**config.mk**
```make
export PLATFORM = sky130hd
export DESIGN_NAME = scanline_irq_counter
export DESIGN_NICKNAME = d
export VERILOG_FILES = /design/src/rtl/scan_irq_pkg.sv /design/src/rtl/a12_edge_filter.sv /design/src/rtl/irq_wr_decode.sv /design/src/rtl/irq_down_counter.sv /design/src/rtl/scanline_irq_counter.sv
export SDC_FILE = /design/constraint.sdc
export NUM_CORES = 1
export LEC_CHECK = 0
export BUFFER_PORTS_ARGS = -buffer_cell sky130_fd_sc_hd__buf_2
export CAP_MARGIN = 20
export CORE_ASPECT_RATIO = 0.8
export CORE_MARGIN = 5
export CORE_UTILIZATION = 50
export CTS_CLUSTER_DIAMETER = 200
export DETAILED_ROUTE_END_ITERATION = 7
export PLACE_DENSITY = 0.84
export SLEW_MARGIN = 0
export SYNTH_ARGS = -nofsm -noshare
export SYNTH_HDL_FRONTEND = slang
export SYNTH_HIERARCHICAL = 1
export SYNTH_SLANG_ARGS = --single-unit
export TNS_END_PERCENT = 5
```
**constraint.sdc**
```tcl
create_clock -name clk -period 2.8 [get_ports clk]
set_clock_uncertainty 0.2 [all_clocks]
set_input_delay 0 -clock clk [delete_from_list [all_inputs] [get_ports clk]]
set_output_delay 0 -clock clk [all_outputs]
set_load 0.05 [all_outputs]
```
**src/rtl/scan_irq_pkg.sv**
```systemverilog
package scan_irq_pkg;
  localparam int ADDR_W = 16;
  localparam int DATA_W = 8;

  typedef struct packed {
    logic set_reload;
    logic clr_count;
    logic irq_off;
    logic irq_on;
  } wr_cmd_t;
endpackage

```
**src/rtl/a12_edge_filter.sv**
```systemverilog
module a12_edge_filter #(
  parameter int MIN_LOW = 3
) (
  input  logic clk,
  input  logic rst_n,
  input  logic a12_in,
  output logic a12_edge
);
  localparam int CNT_W = $clog2(MIN_LOW + 1);
  localparam logic [CNT_W-1:0] CNT_MAX = CNT_W'(MIN_LOW);

  logic sync1_q, sync2_q, prev_q;
  logic [CNT_W-1:0] low_cnt_q;

  // Synchroniser flops reset high, so no edge is seen until a real low period.
  always_ff @(posedge clk) begin
    if (!rst_n) begin
      sync1_q   <= 1'b1;
      sync2_q   <= 1'b1;
      prev_q    <= 1'b1;
      low_cnt_q <= '0;
    end else begin
      sync1_q <= a12_in;
      sync2_q <= sync1_q;
      prev_q  <= sync2_q;
      if (sync2_q) low_cnt_q <= '0;
      else if (low_cnt_q != CNT_MAX) low_cnt_q <= low_cnt_q + 1'b1;
    end
  end

  assign a12_edge = sync2_q && !prev_q && (low_cnt_q >= CNT_MAX);

  // an accepted edge lasts exactly one cycle.
  p_edge_pulse_r9: assert property (@(posedge clk) disable iff (!rst_n)
    a12_edge |=> !a12_edge);
endmodule

```
**src/rtl/irq_wr_decode.sv**
```systemverilog
module irq_wr_decode
  import scan_irq_pkg::*;
(
  input  logic              clk,
  input  logic              rst_n,
  input  logic              wr_valid,
  input  logic [ADDR_W-1:0] wr_addr,
  output wr_cmd_t           cmd
);
  logic [2:0] top_bits;
  logic       odd;

  assign top_bits = wr_addr[ADDR_W-1 -: 3];
  assign odd      = wr_addr[0];

  always_comb begin
    cmd = '0;
    if (wr_valid) begin
      unique case (top_bits)
        3'b110:  if (odd) cmd.clr_count = 1'b1; else cmd.set_reload = 1'b1;
        3'b111:  if (odd) cmd.irq_on = 1'b1;    else cmd.irq_off = 1'b1;
        default: cmd = '0;
      endcase
    end
  end

  // at most one command per write, and none outside the upper quarter.
  p_one_cmd_r11: assert property (@(posedge clk) disable iff (!rst_n)
    $onehot0(cmd));
  p_ignore_low_r11: assert property (@(posedge clk) disable iff (!rst_n)
    (wr_addr[ADDR_W-1 -: 2] != 2'b11) |-> (cmd == '0));
endmodule

```
**src/rtl/irq_down_counter.sv**
```systemverilog
module irq_down_counter
  import scan_irq_pkg::*;
(
  input  logic              clk,
  input  logic              rst_n,
  input  logic              rev_alt,
  input  wr_cmd_t           cmd,
  input  logic [DATA_W-1:0] wdata,
  input  logic              a12_edge,
  output logic              irq
);
  logic [DATA_W-1:0] reload_q, cnt_q, cnt_edge;
  logic              en_q, clr_q, pend_q;
  logic              reload_hit, fire;

  always_comb begin
    reload_hit = (cnt_q == '0) || clr_q;
    cnt_edge   = reload_hit ? reload_q : cnt_q - 1'b1;
    fire       = en_q && (cnt_edge == '0) &&
                 (!rev_alt || (cnt_q != '0) || clr_q);
  end

  always_ff @(posedge clk) begin
    if (!rst_n) begin
      reload_q <= '1;
      cnt_q    <= '0;
      en_q     <= 1'b0;
      clr_q    <= 1'b0;
      pend_q   <= 1'b0;
    end else begin
      if (cmd.set_reload) reload_q <= wdata;
      if (cmd.clr_count) begin
        cnt_q <= '0;
        clr_q <= rev_alt;
      end else if (a12_edge) begin
        cnt_q <= cnt_edge;
        clr_q <= 1'b0;
      end
      if (cmd.irq_off)     en_q <= 1'b0;
      else if (cmd.irq_on) en_q <= 1'b1;
      if (cmd.irq_off)             pend_q <= 1'b0;
      else if (a12_edge && fire)   pend_q <= 1'b1;
    end
  end

  assign irq = pend_q;

  p_reload_store_r2: assert property (@(posedge clk) disable iff (!rst_n)
    cmd.set_reload |=> reload_q == $past(wdata));
  p_count_zero_r3: assert property (@(posedge clk) disable iff (!rst_n)
    cmd.clr_count |=> cnt_q == '0);
  p_off_r4: assert property (@(posedge clk) disable iff (!rst_n)
    cmd.irq_off |=> !irq);
  p_decrement_r5: assert property (@(posedge clk) disable iff (!rst_n)
    (a12_edge && !cmd.clr_count && cnt_q != '0 && !clr_q)
      |=> cnt_q == DATA_W'($past(cnt_q) - 1'b1));
  p_clear_drop_r8: assert property (@(posedge clk) disable iff (!rst_n)
    (a12_edge && !cmd.clr_count) |=> !clr_q);
  p_hold_r10: assert property (@(posedge clk) disable iff (!rst_n)
    (irq && !cmd.irq_off) |=> irq);
endmodule

```
**src/rtl/scanline_irq_counter.sv**
```systemverilog
module scanline_irq_counter
  import scan_irq_pkg::*;
#(
  parameter int MIN_LOW = 3
) (
  input  logic              clk,
  input  logic              rst_n,
  input  logic              wr_valid,
  input  logic [ADDR_W-1:0] wr_addr,
  input  logic [DATA_W-1:0] wr_data,
  input  logic              rev_alt,
  input  logic              a12_in,
  output logic              irq
);
  wr_cmd_t cmd;
  logic    a12_edge;

  a12_edge_filter #(.MIN_LOW(MIN_LOW)) u_filter (
    .clk(clk), .rst_n(rst_n), .a12_in(a12_in), .a12_edge(a12_edge));

  irq_wr_decode u_decode (
    .clk(clk), .rst_n(rst_n), .wr_valid(wr_valid), .wr_addr(wr_addr), .cmd(cmd));

  irq_down_counter u_counter (
    .clk(clk), .rst_n(rst_n), .rev_alt(rev_alt), .cmd(cmd), .wdata(wr_data),
    .a12_edge(a12_edge), .irq(irq));

  // no request is pending on the first cycle after reset.
  p_reset_quiet_r1: assert property (@(posedge clk)
    !rst_n |=> !irq);
endmodule

```
# After elaboration in Yosys (flattened, before gate mapping)
# Cells that the tools add are included.
[classes]
eq_ne = 3
n_bitwise = 1
order_cmp = 1
n_mux = 8
n_reduce_logical = 17
addsub = 2
[op_table]
columns = ["op", "count"]
rows = [
  ["8-bit logical NOT", 2],
  ["8-bit two-way mux", 1],
  ["8-bit nonzero test", 1],
  ["8-bit by 1-bit subtractor with 8-bit output, second input constant", 1],
  ["3-bit equality test, second input constant", 2],
  ["2-bit OR reduction", 3],
  ["1-bit logical AND", 5],
  ["1-bit two-way mux", 4],
  ["2-bit two-way mux", 2],
  ["4-bit two-way mux", 1],
  ["1-bit logical OR", 3],
  ["2-bit by 1-bit adder with 2-bit output, second input constant", 1],
  ["2-bit greater-or-equal comparator, second input constant", 1],
  ["1-bit logical NOT", 2],
  ["2-bit inequality test, second input constant", 1],
  ["2-bit nonzero test", 1],
  ["1-bit inverter", 1],
]
[word_totals]
output_inout_bits = 1
in_bits = 29
reg_bits = 24

# Logic depth before layout (Yosys ltp)
# Gate-level depths: netlist of the first run.
[logic_depth]
depth_word = 7
ltp_mapped = 8
mapped_depth_nobuf = 7

# Cells and area by module
# Netlist of the first run, hierarchy kept.
[by_module_without_submodules]
columns = ["mod", "cells_each", "n_inst", "area_per_inst_um2"]
rows = [
  ["irq_down_counter", 130, 1, 1072.3],
  ["a12_edge_filter", 15, 1, 165.2],
  ["irq_wr_decode", 7, 1, 42.5],
]

# Worst setup path after synthesis of the first run
# No wires, ideal clock.
[synth_path]
path_type = "register to register"
start = "register u_counter.cnt_q[0]"
end = "register u_counter.cnt_q[5]"
t_required_ns = 2.480
n_path_buf = 1
setup_ns = 0.120
arrival_ns = 1.665
setup_slack_ns = 0.815
path_stages_with_launch = 9
cell_sequence = "dfxtp_1 -> inv_1 -> ha_1 -> or3b_2 -> o21ai_4 -> buf_6 -> o21ai_0 -> nand3_1 -> o21ai_1"
[synth_via]
elab_chain_len = 3
word_cells_on_any_way = 4
cone_classes = "add/sub: 1; mux: 1; reduce/logical: 2"
[synth_rtl]
columns = ["element", "line", "text"]
rows = [
  ["start: declaration", "irq_down_counter.sv:12", "logic [DATA_W-1:0] reload_q, cnt_q, cnt_edge;"],
  ["start signal: assignment", "irq_down_counter.sv:36", "cnt_q <= cnt_edge;"],
  ["parallel branches: the longest is 2 deep, another holds 8-bit by 1-bit subtractor with 8-bit output", "--", ""],
  ["8-bit two-way mux *", "irq_down_counter.sv:18", "cnt_edge = reload_hit ? reload_q : cnt_q - 1'b1;"],
]
# Every way passes the cells marked *.
# A chain may end at the register's enable or synchronous reset.

# Worst setup path in the final report of the first run
[layout_path]
start = "register u_filter.low_cnt_q[0]"
end = "register u_counter.clr_q"
[layout_via]
elab_chain_len = 3
[layout_rtl]
columns = ["element", "line", "text"]
rows = [
  ["start: declaration", "a12_edge_filter.sv:13", "logic [CNT_W-1:0] low_cnt_q;"],
  ["start signal: assignment", "a12_edge_filter.sv:27", "else if (low_cnt_q != CNT_MAX) low_cnt_q <= low_cnt_q + 1'b1;"],
  ["2-bit greater-or-equal comparator", "a12_edge_filter.sv:31", "assign a12_edge = sync2_q && !prev_q && (low_cnt_q >= CNT_MAX);"],
  ["1-bit logical AND", "a12_edge_filter.sv:31", ""],
  ["net a12_edge", "scanline_irq_counter.sv:16", "logic a12_edge;"],
  ["2-bit nonzero test (no source line)", "--", ""],
  ["end signal: assignment", "irq_down_counter.sv:34", "clr_q <= rev_alt;"],
  ["end: declaration", "irq_down_counter.sv:13", "logic en_q, clr_q, pend_q;"],
]
# The timed path passes the listed nets, and every way through them passes these cells.

==> results.cfg, run 1 <==
[global_route]
grt_max_degree = 16
grt-ovfl-total = 0
first_global_vias = 1413
grtUsageTotal = 0.2359
grt_pass1_wl_mm = 6.720
antenna_found_initial = 0

[cts]
insertion_delay_ns = 0.32
htree_num_levels = 1
cts_tree = done
clkSinkCount = 24
cts_buffer_depth = 2
post_cts_buffers = 0
cts_root_buf = clkbuf_4
cts-buffers-inserted = 3
clk_pin_slew_ns = 0.14

[sta]
worst_slew_pin_slew_ns = 0.4488
period_share = 0.9577
hold_violations = 0
period_minus_slack_ns = 2.681
setup_viol = 0
slew_headroom = 0.7004
rsz0062_at_grt = false
timing.fmax_ghz = 0.3729
final.setup.tns_ns = 0
slew_violations = 0
worst_hold_slack_ns = 0.1670

[hold_path]
hold_class = input pin to register

[cells_and_area]
fin_nets = 232
final_area_sq_mm = 0.001745
fillCellCount = 166
drive_above_1_share = 0.1709
fin_util = 0.7147
area.growth.synth_to_final_pct = 36.36
antenna_cells = 0

[outcome]
status = completed

[power]
power.internal_uw = 522.7
power_frac_clock = 0.390
p_leak_nw = 0.6881
ir_drop_v = 0.0003582
p_switching_uw = 139.8
sequentialPowerShare = 0.528
swShare = 0.2110
powerDensity_mw_per_mm2 = 379.6
comb_power_share = 0.083

[floorplanning]
die_area_sq_mm = 0.003678
die_h_um = 55.26
initial_core_util = 0.5241
ioPinCount = 30
die_x_um = 66.57
coreArea_sq_mm = 0.002442
rows = 16

[route]
drc = 0
drt-total-wl_mm = 3.977
drtAntennaViolNets = 0
drtIter0Drc = 121
vias_per_cell = 6.047
drt_first_pass_iters = 4
wl_per_cell_um = 16.92
dr_total_vias = 1421

[worst_setup_path]
worstSetupEndpoint = u_counter/clr_q
cpMostUsedCell = dlygate4sd3_1
cp.required_ns = 2.83
rr_startpoint = u_filter/low_cnt_q[0]
r2r_slack_ns = 0.12
critPathMaxFanout = 9
worstPathArrival_ns = 2.71
crit_start = u_filter/low_cnt_q[0]
crit_path_end_kind = register
crit_slowest_cell = dlygate4sd3_1
crit_path_max_incr_delay_ns = 0.56
reg2reg_to = u_counter/clr_q
start_kind = register
crit_type = register to register
r2r.worst_path.cells = 9
cp_cell_sequence = ha_2 > nand2_1 > nor2_2 > buf_6 > nor3_1 > a21oi_1 > dlygate4sd3_1 > nor2b_1 > dlygate4sd3_1

[placed_design]
io_buffers = 17
place_area_sq_mm = 0.001383
hpwl_mm = 2.329
gp_congestion = 0.8796

[job]
max_cap_violations = 0

[synth]
synth.top_cell.area_share = 0.3754
ys_top_cells_by_area = dfxtp_1 (38%), mux2i_1 (7.0%), a21oi_1 (5.9%), nor3_1 (3.5%), nand2_1 (3.5%)
yosys_warnings = 6
synth_top_area_cell = dfxtp_1
ys.flop_type = dfxtp_1
yosys-top-cells-count = dfxtp_1 (24), a21oi_1 (15), nand2_1 (12), nor2_1 (10)
syn_nets = 184
synth-edff-count = 0
synth_cells = 152
avgSynthCellArea_sq_um = 8.421
synth-seq-cells = 24
post_synth_instance_area_sq_mm = 0.001280
ys_seq_area_frac = 0.3754
async_flop_share = 0
yosysUniqueCellTypes = 39
synth.most_common_cell = dfxtp_1
[how the worst min path moves through the flow]
stage | from | end | cells after the start
after floorplan | rst_n | u_filter/sync1_q | 1
after global placement | a12_in | u_filter/sync1_q | 2
after detailed placement | a12_in | u_filter/sync1_q | 2
after CTS | wr_addr[0] | u_counter/cnt_q[3] | 5
after global routing | wr_addr[0] | u_counter/cnt_q[6] | 5
final | wr_addr[0] | u_counter/irq | 6
[registers in the layout (all words and copies together) (netlist names)]
| signal | flops |
|---|---|
| u_counter/irq | 1 |
| u_counter/en_q | 1 |
| u_counter/clr_q | 1 |
| u_filter/low_cnt_q | 2 |
| u_filter/sync2_q | 1 |
| u_filter/prev_q | 1 |
| u_filter/sync1_q | 1 |
| u_counter/cnt_q | 8 |
| u_counter/reload_q | 8 |
[power groups by stage]
| stage | Clock (mW) | Sequential, mW | Combinational, mW |
|---|---|---|---|
| detailed placement | 0 | 0.356 | 0.0313 |
| global route | 0.276 | 0.350 | 0.0589 |
| CTS | 0.258 | 0.349 | 0.0509 |
| global placement | 0 | 0.356 | 0.0298 |
| floorplan | 0 | 0.355 | 0.0147 |
| finish | 0.258 | 0.350 | 0.0547 |
[through the flow]
step	std cells	setup slack [ns]	total power [mW]
after CTS	235	0.08257	0.6574
after global routing	235	0.01962	0.6845
after floorplan	152	0.8149	0.3696
after global placement	201	0.5323	0.3856
final	235	0.1185	0.6625
after detailed placement	201	0.4381	0.3874
[worst max-delay path: cells and delay by family (launching register included)]
kind | cells | cell delay, ns
AO/OA/AOI/OAI | 1 | 0.13
AND/OR/NAND/NOR | 4 | 0.37
buffers and inverters | 3 | 1.28
adder cells (fa/ha/maj) | 1 | 0.22
flip-flops | 1 | 0.38
[layout make-up]
type / count / area, sq um / area share
Multi-Input combinational cell: 117 / 743.2 / 0.4258
Sequential cell: 24 / 481.7 / 0.2760
Timing Repair Buffer: 49 / 404.1 / 0.2315
Tap cell: 36 / 45.04 / 0.02581
Clock inverter: 1 / 30.03 / 0.01720
Clock buffer: 3 / 22.52 / 0.01290
Inverter: 5 / 18.77 / 0.01075
[layout by cell type, fill, tap and decap left out, types with 6 or more instances in the layout]
cell	n
o21ai_0	7
dlygate4sd3_1	30
nor2_1	9
nand2_1	12
dfxtp_1	23
nand2b_1	6
nor3_1	9
a21oi_1	15
o21ai_1	6
mux2i_1	9
buf_2	17
[metal layers]
metal	routed length [um]	track usage	up-vias
li1	-	-	645
met1	1619	0.3017	652
met2	1827	0.3630	108
met3	434	0.08925	16
met4	95	0.07536	0
met5	0	0	-
[kinds of logic (layout without fill, tap and decap cells)]
kind of cell,count (synthesis),in the layout,share of synthesized area
and+or+nand+nor,64,64,0.2776
xor gates and xnor gates,2,2,0.01369
muxes,10,10,0.07918
AOI/OAI and AO/OA,38,38,0.1769
DFF,24,24,0.3754
adders and majority gates,3,3,0.02933
buffers and inverters,11,58,0.04790
[what timing repair did]
| action | CTS | global route |
|---|---|---|
| setup endpoints to repair | 0 | 1 |
| endpoints found under the hold margin | 17 | 0 |
| hold buffers | 30 | 0 |
| resized for setup | 0 | 4 |
No activity file was read; power rests on OpenSTA's default activity.
==> run 2: changes to the inputs <==
PLACE_DENSITY = 0.85   (was 0.84)
==> run 2 against run 1 <==
Compared with the run above:
- sequential share of layout area increased by 0.91 points
- routed wire length down 6.6%
- maximum frequency rose by 1.6%
- critical path type unchanged
- hold slack improved by 0.042 ns
- power fell by 1.4%
- largest cell class unchanged
==> results.cfg, run 2 (synthesized netlist as in run 1, its figures left out) <==
[sta]
hold_violations = 0
period_minus_slack_ns = 2.638
slew_headroom = 0.7162
setup_viol = 0
worst_slew_pin_slew_ns = 0.4238
period_share = 0.9422
slew_violations = 0
timing.fmax_ghz = 0.3791
rsz0062_at_grt = false
final.setup.tns_ns = 0

[cts]
clkSinkCount = 24
cts_buffer_depth = 2
cts_root_buf = clkbuf_4
htree_num_levels = 1
post_cts_buffers = 0
clk_pin_slew_ns = 0.14
cts-buffers-inserted = 3
insertion_delay_ns = 0.32
cts_tree = done
cts_resized = 0

[floorplanning]
ioPinCount = 30
coreArea_sq_mm = 0.002442
die_h_um = 55.26
die_area_sq_mm = 0.003678
die_x_um = 66.57
initial_core_util = 0.5241
rows = 16

[power]
p_leak_nw = 0.6560
p_switching_uw = 132.8
comb_power_share = 0.078
powerDensity_mw_per_mm2 = 387.6
power_frac_clock = 0.387
power.internal_uw = 520.5
sequentialPowerShare = 0.535
swShare = 0.2033
ir_drop_v = 0.0004191

[global_route]
antenna_found_initial = 0
grt-ovfl-total = 0
grtUsageTotal = 0.2143
grt_pass1_wl_mm = 6.182
grt_max_degree = 16
first_global_vias = 1341

[worst_setup_path]
cp.required_ns = 2.81
cp_cell_sequence = ha_1 > nand2_1 > nor2_1 > buf_4 > nor3_1 > a21oi_1 > dlygate4sd3_1 > nor2b_1 > dlygate4sd3_1
cpMostUsedCell = dlygate4sd3_1
rr_startpoint = u_filter/low_cnt_q[0]
r2r_slack_ns = 0.16
reg2reg_to = u_counter/clr_q
critPathMaxFanout = 13
worstPathArrival_ns = 2.65
crit_path_max_incr_delay_ns = 0.58
start_kind = register
crit_path_end_kind = register
crit_slowest_cell = dlygate4sd3_1
crit_type = register to register
r2r.worst_path.cells = 9
crit_start = u_filter/low_cnt_q[0]

[hold_path]
hold_start = wr_addr[0]
hold_class = input pin to register
hold_end = u_counter/irq
min_path_cells = 6

[cells_and_area]
area.growth.synth_to_final_pct = 31.67
final_area_sq_mm = 0.001685
antenna_cells = 0
layout.area.seq_sq_um = 480.5
layout_commonest_cell = dlygate4sd3_1
final_cell_mix = dlygate4sd3_1 (25), dfxtp_1 (24), buf_2 (17)
fillCellCount = 174
top_regs = u_counter/cnt_q (8), u_counter/reload_q (8), u_filter/low_cnt_q (2)
multi_input_area_sq_um = 738.2
fin_nets = 227
drive_above_1_share = 0.1598

[placed_design]
hpwl_mm = 2.259
io_buffers = 17
place_area_sq_mm = 0.001383
gp_congestion = 0.8957

[route]
drt-total-wl_mm = 3.715
dr_total_vias = 1370
drtIter0Drc = 139
drc = 0
vias_per_cell = 5.957
drtAntennaViolNets = 0
wl_per_cell_um = 16.15
drt_first_pass_iters = 5

[outcome]
status = completed

[job]
max_cap_violations = 0
==> run 2: cell count changes in the layout (fill, tap and decap cells not counted) <==
cell | previous run | this run
dfxtp_1 | 23 | 24
dlygate4sd3_1 | 30 | 25
buf_4 | 1 | 2
nor2_2 | 1 | 0
buf_6 | 1 | 0
nor2_1 | 9 | 10
ha_1 | 2 | 3
ha_2 | 1 | 0
dfxtp_2 | 1 | 0
==> run 2: what timing repair did <==
item,4_1_cts,5_1_grt
endpoints found under the hold margin,17,0
setup endpoints to repair,0,0
hold buffers,25,0
==> run 2: critical path: cells and delay by family, from the launching register on <==
kind	cells	cell delay, ns
buffers and inverters	3	1.33
DFF	1	0.38
and+or+nand+nor	4	0.27
adders and majority gates	1	0.24
AOI/OAI and AO/OA	1	0.11
==> run 2: worst max-delay path by stage <==
stage | end | slack, ns | cells past startpoint
floorplan | u_counter/cnt_q[5] | 0.81 | 8
global placement | u_counter/cnt_q[3] | 0.55 | 7
detailed placement | u_counter/cnt_q[3] | 0.49 | 7
CTS | u_counter/clr_q | 0.24 | 9
global route | u_counter/clr_q | 0.03 | 9
finish | u_counter/clr_q | 0.16 | 9
==> run 2: area by class of cell <==
class / count / area share
clock buffer: 3 / 0.01336
sequential: 24 / 0.2851
tap: 36 / 0.02673
multi-input combinational: 117 / 0.4380
clock inverter: 1 / 0.01782
inverter: 5 / 0.01114
timing repair buffer: 44 / 0.2079
==> run 2: power by group through the flow <==
stage | sequential (mW) | combinational [mW] | clock [mW]
final | 0.349 | 0.0511 | 0.253
after global routing | 0.350 | 0.0551 | 0.273
after CTS | 0.349 | 0.0484 | 0.257
after floorplan | 0.355 | 0.0147 | 0
after global placement | 0.356 | 0.0299 | 0
after detailed placement | 0.356 | 0.0310 | 0
==> run 2: metal layers <==
| layer | wire (um) | global-route usage |
|---|---|---|
| met3 | 437 | 0.07708 |
| met5 | 0 | 0 |
| met1 | 1445 | 0.2693 |
| met4 | 125 | 0.07536 |
| met2 | 1708 | 0.3347 |
==> run 2: through the flow <==
stage	setup slack, ns	hold WS, ns	utilization	std cells	total power, mW
CTS	0.2381	0.1241	0.6901	230	0.6545
finish	0.1619	0.2087	0.6901	230	0.6533
floorplan	0.8149	-0.1270	-	152	0.3696
global placement	0.5476	-0.01323	0.5661	201	0.3857
global route	0.03385	0.2382	0.6901	230	0.6779
detailed placement	0.4896	-0.01554	0.5661	201	0.3873
